File: src/rtl/srq_pkg.sv
package srq_pkg;

  typedef enum logic [1:0] {
    REC_CMD_WORD  = 2'b00,
    REC_ANY_WORD  = 2'b01,
    REC_CMD_EARLY = 2'b10,
    REC_ANY_EARLY = 2'b11
  } rec_mode_e;

  typedef struct packed {
    logic early_hit;
    logic end_stb;
    logic ok;
    logic is_cmd;
  } word_evt_t;

endpackage

File: src/rtl/srq_reset_sync.sv
module srq_reset_sync #(
  parameter int STAGES = 2
) (
  input  logic clk,
  input  logic rst_n,
  output logic rst_sync_n
);

  logic [STAGES-1:0] sync_q;
  logic [STAGES-1:0] sync_d;

  always_comb begin
    sync_d = {sync_q[STAGES-2:0], 1'b1};
  end

  always_ff @(posedge clk or negedge rst_n) begin
    if (!rst_n) begin
      sync_q <= '0;
    end else begin
      sync_q <= sync_d;
    end
  end

  assign rst_sync_n = sync_q[STAGES-1];

endmodule

File: src/rtl/srq_word_tracker.sv
module srq_word_tracker
  import srq_pkg::*;
#(
  parameter int DATA_BITS  = 16,
  parameter int EARLY_BITS = 2
) (
  input  logic      clk,
  input  logic      rst_n,
  input  logic      sync_det,
  input  logic      sync_is_cmd,
  input  logic      bit_valid,
  input  logic      manch_err,
  input  logic      word_done,
  input  logic      parity_odd,
  output word_evt_t evt_o
);

  localparam int WORD_BITS = DATA_BITS + 1;
  localparam int CW        = $clog2(WORD_BITS + 2);
  localparam logic [CW-1:0] FULL_CNT  = CW'(WORD_BITS);
  localparam logic [CW-1:0] OVER_CNT  = CW'(WORD_BITS + 1);
  localparam logic [CW-1:0] EARLY_IDX = CW'(EARLY_BITS - 1);
  localparam logic [CW-1:0] EARLY_CNT = CW'(EARLY_BITS);

  logic          in_word_q, in_word_d;
  logic          cmd_q, cmd_d;
  logic [CW-1:0] cnt_q, cnt_d;
  logic          state_en;

  // next-state
  always_comb begin
    in_word_d = in_word_q;
    cmd_d     = cmd_q;
    cnt_d     = cnt_q;
    if (sync_det) begin
      in_word_d = 1'b1;
      cmd_d     = sync_is_cmd;
      cnt_d     = '0;
    end else if (in_word_q && (manch_err || word_done)) begin
      in_word_d = 1'b0;
    end else if (in_word_q && bit_valid && (cnt_q != OVER_CNT)) begin
      cnt_d = cnt_q + 1'b1;
    end
    state_en = sync_det | (in_word_q & (manch_err | word_done | bit_valid));
  end

  always_ff @(posedge clk or negedge rst_n) begin
    if (!rst_n) begin
      in_word_q <= 1'b0;
      cmd_q     <= 1'b0;
      cnt_q     <= '0;
    end else if (state_en) begin
      in_word_q <= in_word_d;
      cmd_q     <= cmd_d;
      cnt_q     <= cnt_d;
    end
  end

  // events seen by the policy and flag logic
  always_comb begin
    evt_o.is_cmd    = cmd_q;
    evt_o.end_stb   = in_word_q & (sync_det | manch_err | word_done);
    evt_o.ok        = in_word_q & word_done & ~sync_det & ~manch_err &
                      (cnt_q == FULL_CNT) & parity_odd;
    evt_o.early_hit = in_word_q & bit_valid & ~manch_err & ~sync_det &
                      ~word_done & (cnt_q == EARLY_IDX);
  end

  assert_early_count_R8: assert property (@(posedge clk) disable iff (!rst_n)
    evt_o.early_hit |=> (in_word_q && cnt_q == EARLY_CNT));

  assert_ok_ends_word_R2: assert property (@(posedge clk) disable iff (!rst_n)
    evt_o.ok |=> !in_word_q);

endmodule

File: src/rtl/srq_arm_policy.sv
module srq_arm_policy
  import srq_pkg::*;
(
  input  logic      clk,
  input  logic      rst_n,
  input  rec_mode_e mode,
  input  word_evt_t evt,
  input  logic      msg_end,
  output logic      fire_o,
  output logic      fire_early_o,
  output logic      fire_data_o
);

  logic armed_q, armed_d;
  logic sync_ok;
  logic early_sel;
  logic fire_full;
  logic fire_early;

  always_comb begin
    early_sel  = mode[1];
    sync_ok    = mode[0] | evt.is_cmd;
    fire_full  = ~early_sel & evt.ok & sync_ok;
    fire_early = early_sel & evt.early_hit & sync_ok;
    fire_o       = armed_q & (fire_full | fire_early);
    fire_early_o = armed_q & fire_early;
    fire_data_o  = fire_o & ~evt.is_cmd;
    if (fire_o) begin
      armed_d = 1'b0;
    end else if (msg_end) begin
      armed_d = 1'b1;
    end else begin
      armed_d = armed_q;
    end
  end

  always_ff @(posedge clk or negedge rst_n) begin
    if (!rst_n) begin
      armed_q <= 1'b1;
    end else begin
      armed_q <= armed_d;
    end
  end

  assert_no_back_to_back_R9: assert property (@(posedge clk) disable iff (!rst_n)
    fire_o |=> !fire_o);

  assert_cmd_modes_R5: assert property (@(posedge clk) disable iff (!rst_n)
    (fire_o && !mode[0]) |-> evt.is_cmd);

endmodule

File: src/rtl/srq_flag_unit.sv
module srq_flag_unit (
  input  logic clk,
  input  logic rst_n,
  input  logic fire_i,
  input  logic fire_early_i,
  input  logic fire_data_i,
  input  logic end_stb_i,
  input  logic ok_i,
  input  logic flag_clr,
  output logic start_o,
  output logic sync_err_o,
  output logic inv_err_o
);

  logic pend_q, pend_d, pend_en;
  logic start_q;
  logic sync_q, sync_d;
  logic inv_q, inv_d;
  logic inv_set;

  always_comb begin
    pend_en = fire_early_i | end_stb_i;
    pend_d  = fire_early_i;
    inv_set = pend_q & end_stb_i & ~ok_i;
    sync_d  = fire_data_i | (sync_q & ~flag_clr);
    inv_d   = inv_set | (inv_q & ~flag_clr);
  end

  always_ff @(posedge clk or negedge rst_n) begin
    if (!rst_n) begin
      pend_q  <= 1'b0;
      start_q <= 1'b0;
      sync_q  <= 1'b0;
      inv_q   <= 1'b0;
    end else begin
      if (pend_en) begin
        pend_q <= pend_d;
      end
      start_q <= fire_i;
      sync_q  <= sync_d;
      inv_q   <= inv_d;
    end
  end

  assign start_o    = start_q;
  assign sync_err_o = sync_q;
  assign inv_err_o  = inv_q;

  assert_sync_sticky_R10: assert property (@(posedge clk) disable iff (!rst_n)
    (sync_q && !flag_clr) |=> sync_q);

  assert_inv_sticky_R10: assert property (@(posedge clk) disable iff (!rst_n)
    (inv_q && !flag_clr) |=> inv_q);

  assert_inv_after_early_R7: assert property (@(posedge clk) disable iff (!rst_n)
    $rose(inv_q) |-> $past(pend_q));

endmodule

File: src/rtl/start_record_qualifier.sv
module start_record_qualifier
  import srq_pkg::*;
#(
  parameter int DATA_BITS  = 16,
  parameter int EARLY_BITS = 2
) (
  input  logic       clk,
  input  logic       rst_n,
  input  logic [1:0] rec_mode,
  input  logic       sync_det,
  input  logic       sync_is_cmd,
  input  logic       bit_valid,
  input  logic       manch_err,
  input  logic       word_done,
  input  logic       parity_odd,
  input  logic       msg_end,
  input  logic       flag_clr,
  output logic       start_rec,
  output logic       sync_err,
  output logic       inv_word_err
);

  logic      rst_sync_n;
  word_evt_t evt;
  logic      fire;
  logic      fire_early;
  logic      fire_data;
  rec_mode_e mode;

  assign mode = rec_mode_e'(rec_mode);

  srq_reset_sync #(.STAGES(2)) u_rst (
    .clk        (clk),
    .rst_n      (rst_n),
    .rst_sync_n (rst_sync_n)
  );

  srq_word_tracker #(
    .DATA_BITS  (DATA_BITS),
    .EARLY_BITS (EARLY_BITS)
  ) u_track (
    .clk         (clk),
    .rst_n       (rst_sync_n),
    .sync_det    (sync_det),
    .sync_is_cmd (sync_is_cmd),
    .bit_valid   (bit_valid),
    .manch_err   (manch_err),
    .word_done   (word_done),
    .parity_odd  (parity_odd),
    .evt_o       (evt)
  );

  srq_arm_policy u_policy (
    .clk          (clk),
    .rst_n        (rst_sync_n),
    .mode         (mode),
    .evt          (evt),
    .msg_end      (msg_end),
    .fire_o       (fire),
    .fire_early_o (fire_early),
    .fire_data_o  (fire_data)
  );

  srq_flag_unit u_flags (
    .clk          (clk),
    .rst_n        (rst_sync_n),
    .fire_i       (fire),
    .fire_early_i (fire_early),
    .fire_data_i  (fire_data),
    .end_stb_i    (evt.end_stb),
    .ok_i         (evt.ok),
    .flag_clr     (flag_clr),
    .start_o      (start_rec),
    .sync_err_o   (sync_err),
    .inv_err_o    (inv_word_err)
  );

  // per-message start tracking for the one-start check
  logic started_q;
  always_ff @(posedge clk or negedge rst_sync_n) begin
    if (!rst_sync_n) begin
      started_q <= 1'b0;
    end else if (msg_end) begin
      started_q <= 1'b0;
    end else if (start_rec) begin
      started_q <= 1'b1;
    end
  end

  assert_one_start_R9: assert property (@(posedge clk) disable iff (!rst_sync_n)
    start_rec |-> !started_q);

  assert_sync_err_with_start_R4: assert property (@(posedge clk) disable iff (!rst_sync_n)
    $rose(sync_err) |-> start_rec);

  assert_start_pulse_R2: assert property (@(posedge clk) disable iff (!rst_sync_n)
    start_rec |=> !start_rec);

endmodule

File: config.mk
export PLATFORM = sky130hd
export DESIGN_NAME = start_record_qualifier
export DESIGN_NICKNAME = d
export VERILOG_FILES = /design/src/rtl/srq_pkg.sv /design/src/rtl/srq_reset_sync.sv /design/src/rtl/srq_word_tracker.sv /design/src/rtl/srq_arm_policy.sv /design/src/rtl/srq_flag_unit.sv /design/src/rtl/start_record_qualifier.sv
export SDC_FILE = /design/constraint.sdc
export NUM_CORES = 1
export LEC_CHECK = 0
export ABC_AREA = 1
export BUFFER_PORTS_ARGS = -buffer_cell sky130_fd_sc_hd__buf_2
export CAP_MARGIN = 30
export CORE_MARGIN = 5
export CORE_UTILIZATION = 46
export CTS_CLUSTER_DIAMETER = 60
export DETAILED_ROUTE_END_ITERATION = 10
export PLACE_DENSITY = 0.74
export SYNTH_ARGS = -nofsm -noshare
export SYNTH_HDL_FRONTEND = slang
export SYNTH_SLANG_ARGS = --single-unit
File: constraint.sdc
create_clock -name clk -period 0.8 [get_ports clk]
set_input_delay 0.16 -clock clk [delete_from_list [all_inputs] [get_ports clk]]
set_output_delay 0.16 -clock clk [all_outputs]
set_load 0.01 [all_outputs]
==> results.sh, run 1 <==
export IMPL_ys_types=23
export IMPL_dieArea_sq_um=2540
export IMPL_rows=14
export IMPL_synth_commonest_cells="14 x inv_1, 13 x dfrtp_1, 12 x nand2_1"
export IMPL_synthSimpleGateAreaFrac_pct=31.5
export IMPL_rsz0062_at_grt="true"
export IMPL_syn_avg_cell_area_sq_um=8.53
export IMPL_slew_viol_final=0
export IMPL_drtPass1Iterations=4
export IMPL_clk_path_buf_depth=2
export IMPL_switching_share_pct=24.6
export IMPL_p_int_uw=1080
export IMPL_dp_cells=128
export IMPL_setup_slack_ns=-0.416
export IMPL_synth_warnings=0
export IMPL_leakage_uw=0.000557
export IMPL_insertion_delay_ns=0.28
export IMPL_wl_um=1680
export IMPL_clock_sinks=14
export IMPL_hpwl_um=1230
export IMPL_critPathLaunchType="register"
export IMPL_peakVddDrop_v=0.00128
export IMPL_ios=15
export IMPL_reg2reg_depth=6
export IMPL_status="finished with violations"
export IMPL_critPathMaxStageDelay_ns=0.43
export IMPL_seq_area_frac_synth_pct=46.8
export IMPL_drtIter0Drc=10
export IMPL_wl_per_cell_um=12.2
export IMPL_clk_pin_slew_worst_paths_ns=0.09
export IMPL_maxCapViolations=0
export IMPL_min_delay_start="msg_end"
export IMPL_worstPathArrival_ns=1.43
export IMPL_synth_compound_area_share_pct=5.50
export IMPL_finalClockSkew_ns=0.00326
export IMPL_worst_r2r_setup_slack_ns=-0.42
export IMPL_antennaDiodeCount=0
export IMPL_violations="negative setup slack"
export IMPL_antenna_found_initial=0
export IMPL_overflow=0
export IMPL_place_area_sq_um=931
export IMPL_synth_ff_latch_count=14
export IMPL_synth_top_area_share_pct=43.3
export IMPL_place_gp_congestion=0.759
export IMPL_grt_pass1_vias=735
export IMPL_synth_xor_area_share_pct=2.33
export IMPL_setup_violations_final=13
export IMPL_hold_viol=0
export IMPL_power_density_nw_per_um2=1310
export IMPL_synthFlopType="dfrtp_1"
export IMPL_grt_pass1_wl_um=3020
export IMPL_synth_edf_count=0
export IMPL_synth_adder_area_share_pct=5.00
export IMPL_viasPerCell=4.88
export IMPL_synth_async_reset_ratio_pct=100
export IMPL_switchingPower_uw=352
export IMPL_fin_area_sq_um=1100
export IMPL_start_util_pct=49.3
export IMPL_grt_max_degree=9
export IMPL_core_area_sq_um=1520
export IMPL_fmax_mhz=823
export IMPL_min_delay_path_class="in2reg"
export IMPL_synth_top_area_cell="dfrtp_1"
export IMPL_synth_mux_area_share_pct=0
export IMPL_netlist_top_cells_area="dfrtp_1 43%, inv_1 7.0%, nand3_1 6.0%, nand2_1 6.0%, nand2_2 5.8%"
export IMPL_drive_gt1_share_pct=50.8
export IMPL_cts_tree="done"
export IMPL_reg2reg_to="u_track.cnt_q[0]$_DFFE_PN0P_"
export IMPL_synthMostInstantiatedCell="inv_1"
export IMPL_clock_power_share_pct=36.2
export IMPL_period_needed_ns=1.22
export IMPL_hold_ws_ns=0.0864
export IMPL_h_tree_depth=1
export IMPL_required_ns=1.02
export IMPL_setup_worst_path_end_class="register"
export IMPL_fin_crit_sh_pct=152
export IMPL_syn_to_final_growth_pct=46.0
export IMPL_hold_depth=3
export IMPL_pwr_share_comb_pct=12.5
export IMPL_floorplan_die_width_um=50.4
export IMPL_criticalPathCategory="reg2reg"
export IMPL_clockRootBuffer="clkbuf_4"
export IMPL_path_max_fanout=3
export IMPL_numCtsBuffers=3
export IMPL_synth_area_sq_um=751
export IMPL_syn_inst=88
export IMPL_seq_power_share_pct=51.3
export IMPL_synth_top_family_by_area="simple AND/OR/NAND/NOR gates"
export IMPL_nets=138
export IMPL_synth_nets=103
export IMPL_hold_end="u_policy.armed_q$_DFFE_PN1P_"
export IMPL_route_vias_total=673
export IMPL_crit_slowest_cell="dfrtp_1"
export IMPL_dpl_worst_slack_ns=-0.420
export IMPL_drc=0
export IMPL_layout_cells_non_filler=138
export IMPL_final_antenna_net_count=0
export IMPL_grtUsageTotal_pct=15.1
export IMPL_io_buffer_count=14
export IMPL_die_h_um=50.4
export IMPL_worstReg2RegStart="u_track.cnt_q[1]$_DFFE_PN0P_"
export IMPL_crit_chain="buf_6, ha_4, nand4_1, buf_4, nand3_4, o21ai_2"
-- power groups by stage --
stage	registers, uW	logic [uW]	clock network [uW]
4_1_cts	736	170	531
3_3_place_gp	747	148	0
5_1_grt	739	204	571
3_5_place_dp	748	153	0
6_report	736	180	519
2_1_floorplan	754	67.2	0
-- placed cells by master (no fill, tap or decap), types with 2 or more instances in the layout --
cell type | Yosys | layout
buf_2 | 0 | 14
nand3_2 | 1 | 4
clkbuf_4 | 0 | 3
nor2_1 | 8 | 8
dfrtp_1 | 13 | 12
a21oi_1 | 2 | 2
o21ai_1 | 1 | 2
buf_6 | 0 | 2
inv_2 | 1 | 4
ha_4 | 0 | 2
nand2_1 | 12 | 12
buf_4 | 0 | 12
xor2_1 | 2 | 2
nand3_1 | 9 | 5
nand2_2 | 7 | 6
o21ai_0 | 4 | 2
nor2_4 | 1 | 2
nand3_4 | 1 | 2
inv_1 | 14 | 11
-- flip-flops by register name (all words and copies together) (netlist names) --
register,flops
u_flags.inv_err_o,1
u_flags.pend_q,1
u_flags.start_o,1
u_flags.sync_err_o,1
u_policy.armed_q,1
u_rst.sync_q,2
u_track.cmd_q,1
u_track.cnt_q,5
u_track.in_word_q,1
-- worst max path at each step --
stage	start	endpoint	slack [ns]
2_1_floorplan	u_track.cnt_q[1]$_DFFE_PN0P_	u_flags.sync_err_o$_DFF_PN0_	-0.31
3_3_place_gp	u_track.cnt_q[1]$_DFFE_PN0P_	u_flags.sync_err_o$_DFF_PN0_	-0.41
3_5_place_dp	u_track.cnt_q[1]$_DFFE_PN0P_	u_flags.sync_err_o$_DFF_PN0_	-0.42
4_1_cts	u_track.cnt_q[1]$_DFFE_PN0P_	u_track.cnt_q[2]$_DFFE_PN0P_	-0.39
5_1_grt	u_track.cnt_q[1]$_DFFE_PN0P_	u_flags.sync_err_o$_DFF_PN0_	-0.47
6_report	u_track.cnt_q[1]$_DFFE_PN0P_	u_track.cnt_q[0]$_DFFE_PN0P_	-0.42
-- critical path, delay by kind of cell (launching register included) --
| kind | cells | cell delay (ns) |
|---|---|---|
| simple gates | 2 | 0.15 |
| compound gates | 1 | 0.13 |
| flops | 1 | 0.43 |
| fa+ha+maj | 1 | 0.15 |
| buf+inv | 2 | 0.29 |
-- kinds of logic (layout without fill, tap and decap cells) --
| kind of cell | Yosys count | in the layout |
|---|---|---|
| AO/OA/AOI/OAI | 8 | 8 |
| XOR/XNOR | 2 | 2 |
| adder cells (fa/ha/maj) | 3 | 3 |
| buffers and inverters | 16 | 50 |
| flip-flops | 14 | 14 |
| other | 1 | 1 |
| AND/OR/NAND/NOR | 44 | 44 |
-- routing by layer --
layer	vias to the layer above	GRT usage [%]	wire [um]
li1	343	-	-
met1	317	18.1	727
met2	9	27.4	857
met3	4	2.07	68
met4	0	5.11	26
met5	-	0	0
-- stage by stage --
step,util [%],TNS [ns],power [uW]
4_1_cts,68.8,-3.64,1440
6_report,71.9,-3.94,1440
2_1_floorplan,-,-2.40,821
5_1_grt,71.9,-4.68,1510
3_3_place_gp,61.1,-3.13,895
3_5_place_dp,61.1,-3.34,901
-- final cells by class --
cell class	count	area [sq um]
well taps	16	20.0
inverters	16	62.6
flip-flops and latches	14	353
fillers	121	428
clock buffers	4	36.3
repair buffers	30	213
multi-input cells	58	412
-- timing repair --
item,in CTS,in global routing
endpoints found under the setup margin,13,13
hold endpoints to repair,2,0
gates resized for setup,14,7
gates cloned,0,0
hold buffers,1,0
setup buffers,3,2
pin swaps,8,3
Note: power is estimated with default switching activity, not from simulation.
==> inputs of run 2 (changes only) <==
--- a/config.mk
+++ b/config.mk
@@ -8,7 +8,7 @@
 export ABC_AREA = 1
 export BUFFER_PORTS_ARGS = -buffer_cell sky130_fd_sc_hd__buf_2
 export CAP_MARGIN = 30
-export CORE_MARGIN = 5
+export CORE_MARGIN = 1.5
 export CORE_UTILIZATION = 46
 export CTS_CLUSTER_DIAMETER = 60
 export DETAILED_ROUTE_END_ITERATION = 10
==> results.sh, run 2 (synthesis results as in run 1) <==
export IMPL_pwr_share_comb_pct=12.9
export IMPL_grt_max_degree=13
export IMPL_multiInputGateArea_sq_um=423
export IMPL_crit_slowest_cell="dfrtp_2"
export IMPL_leakage_uw=0.000557
export IMPL_finalClockSkew_ns=0.00351
export IMPL_h_tree_depth=1
export IMPL_final_common_cell="buf_2"
export IMPL_fmax_mhz=822
export IMPL_setup_slack_ns=-0.417
export IMPL_rows=14
export IMPL_io_buffer_count=14
export IMPL_drtIter0Drc=9
export IMPL_reg_top3="u_track.cnt_q (5), u_rst.sync_q (2)"
export IMPL_antenna_found_initial=0
export IMPL_wl_um=1680
export IMPL_grt_pass1_wl_um=2680
export IMPL_hpwl_um=1170
export IMPL_drive_gt1_share_pct=52.9
export IMPL_nFillCells=119
export IMPL_clk_pin_slew_worst_paths_ns=0.09
export IMPL_top_register="u_track.cnt_q"
export IMPL_wl_per_cell_um=12.3
export IMPL_antennaDiodeCount=0
export IMPL_place_area_sq_um=923
export IMPL_start_util_pct=49.3
export IMPL_peakVddDrop_v=0.00121
export IMPL_place_gp_congestion=0.910
export IMPL_worstPathArrival_ns=1.40
export IMPL_critical_path_top_delay_family="flip-flops"
export IMPL_grtUsageTotal_pct=20.1
export IMPL_crit_path_frequent_cell="nand2_2"
export IMPL_grt_pass1_vias=653
export IMPL_seq_area_sq_um=353
export IMPL_critPathMaxStageDelay_ns=0.46
export IMPL_fin_area_sq_um=1110
export IMPL_min_delay_path_class="in2reg"
export IMPL_setup_worst_path_end_class="register"
export IMPL_rsz0062_at_grt="true"
export IMPL_floorplan_die_width_um=43.4
export IMPL_power_density_nw_per_um2=1300
export IMPL_status="finished with violations"
export IMPL_drtPass1Iterations=4
export IMPL_clk_path_buf_depth=2
export IMPL_ios=15
export IMPL_die_h_um=43.4
export IMPL_overflow=0
export IMPL_final_cell_mix="14 x buf_2, 12 x dfrtp_1, 11 x inv_1, 11 x nand2_1, 10 x buf_4"
export IMPL_maxCapViolations=0
export IMPL_fin_crit_sh_pct=152
export IMPL_drc=0
export IMPL_crit_chain="buf_12, ha_4, nand3_4, nor2_2, nand3_2, nand2_2, nand2_2, nand2_2"
export IMPL_final_antenna_net_count=0
export IMPL_dp_cells=127
export IMPL_slew_viol_final=0
export IMPL_nets=137
export IMPL_period_needed_ns=1.22
export IMPL_clock_power_share_pct=36.2
export IMPL_criticalPathCategory="reg2reg"
export IMPL_switching_share_pct=24.7
export IMPL_dpl_worst_slack_ns=-0.430
export IMPL_dieArea_sq_um=1880
export IMPL_critPathLaunchType="register"
export IMPL_cts_tree="done"
export IMPL_violations="negative setup slack"
export IMPL_layout_cells_non_filler=137
export IMPL_route_vias_total=664
export IMPL_switchingPower_uw=355
export IMPL_required_ns=0.98
export IMPL_cp_num_buf_inv=1
export IMPL_viasPerCell=4.85
export IMPL_hold_viol=0
export IMPL_p_int_uw=1090
export IMPL_largest_register_ffs=5
export IMPL_path_max_fanout=4
export IMPL_numCtsBuffers=3
export IMPL_clockRootBuffer="clkbuf_4"
export IMPL_setup_violations_final=13
export IMPL_insertion_delay_ns=0.29
export IMPL_seq_power_share_pct=51.0
export IMPL_clock_sinks=14
export IMPL_core_area_sq_um=1520
export IMPL_syn_to_final_growth_pct=48.2
-- run 2: cell count changes in the layout (fill, tap and decap cells not counted), sizes merged --
| cell | delta |
|---|---|
| buf | -1 |
-- run 2: worst paths after layout --
kind / cells after the start / slack [ns] / end / startpoint
setup / recovery: 8 / -0.42 / u_flags.sync_err_o$_DFF_PN0_ / u_track.cnt_q[0]$_DFFE_PN0P_
hold / removal: 3 / 0.09 / u_track.cmd_q$_DFFE_PN0P_ / sync_is_cmd
setup reg to reg: 8 / -0.42 / u_flags.sync_err_o$_DFF_PN0_ / u_track.cnt_q[0]$_DFFE_PN0P_
hold reg to reg: 1 / 0.16 / u_track.cnt_q[4]$_DFFE_PN0P_ / u_rst.sync_q[1]$_DFF_PN0_
max in group asynchronous: 1 / 0.41 / u_policy.armed_q$_DFFE_PN1P_ / u_rst.sync_q[1]$_DFF_PN0_
min in group asynchronous: 1 / 0.16 / u_track.cnt_q[4]$_DFFE_PN0P_ / u_rst.sync_q[1]$_DFF_PN0_
-- run 2: routing by layer --
| layer | routed length (um) | track usage [%] |
|---|---|---|
| met2 | 841 | 31.9 |
| met3 | 58 | 3.75 |
| met1 | 757 | 26.8 |
| met4 | 27 | 9.09 |
| met5 | 0 | 0 |
-- run 2: what timing repair did --
| item | CTS | global route |
|---|---|---|
| setup buffers | 3 | 2 |
| hold buffers | 1 | 0 |
| hold endpoints to repair | 2 | 0 |
| pin swaps | 11 | 7 |
| setup endpoints to repair | 13 | 13 |
| resized for setup | 15 | 9 |
-- run 2: tightest hold or removal path, cell delays in order --
cell	delay [ns]
buf_2	0.08
nand2_1	0.04
o21ai_0	0.06
-- run 2: per-stage QoR --
step | util, % | setup TNS, ns | power (uW) | hold WS (ns)
detailed placement | 60.6 | -3.44 | 896 | -0.0516
CTS | 70.0 | -4.04 | 1440 | 0.0786
finish | 73.0 | -4.03 | 1440 | 0.0881
global route | 73.0 | -4.77 | 1510 | 0.0968
global placement | 60.6 | -3.12 | 891 | -0.0546
floorplan | - | -2.40 | 821 | -0.136
-- run 2: layout make-up --
cell class	count	area share, %
repair buffers	29	19.6
well taps	16	1.80
multi-input cells	58	38.0
flip-flops and latches	14	31.7
clock buffers	4	3.26
inverters	16	5.62
-- run 2: power by group through the flow --
stage | Clock (uW) | Sequential [uW] | Combinational (uW)
2_1_floorplan | 0 | 754 | 67.2
3_3_place_gp | 0 | 746 | 145
3_5_place_dp | 0 | 747 | 149
4_1_cts | 533 | 735 | 175
5_1_grt | 563 | 737 | 208
6_report | 521 | 735 | 185
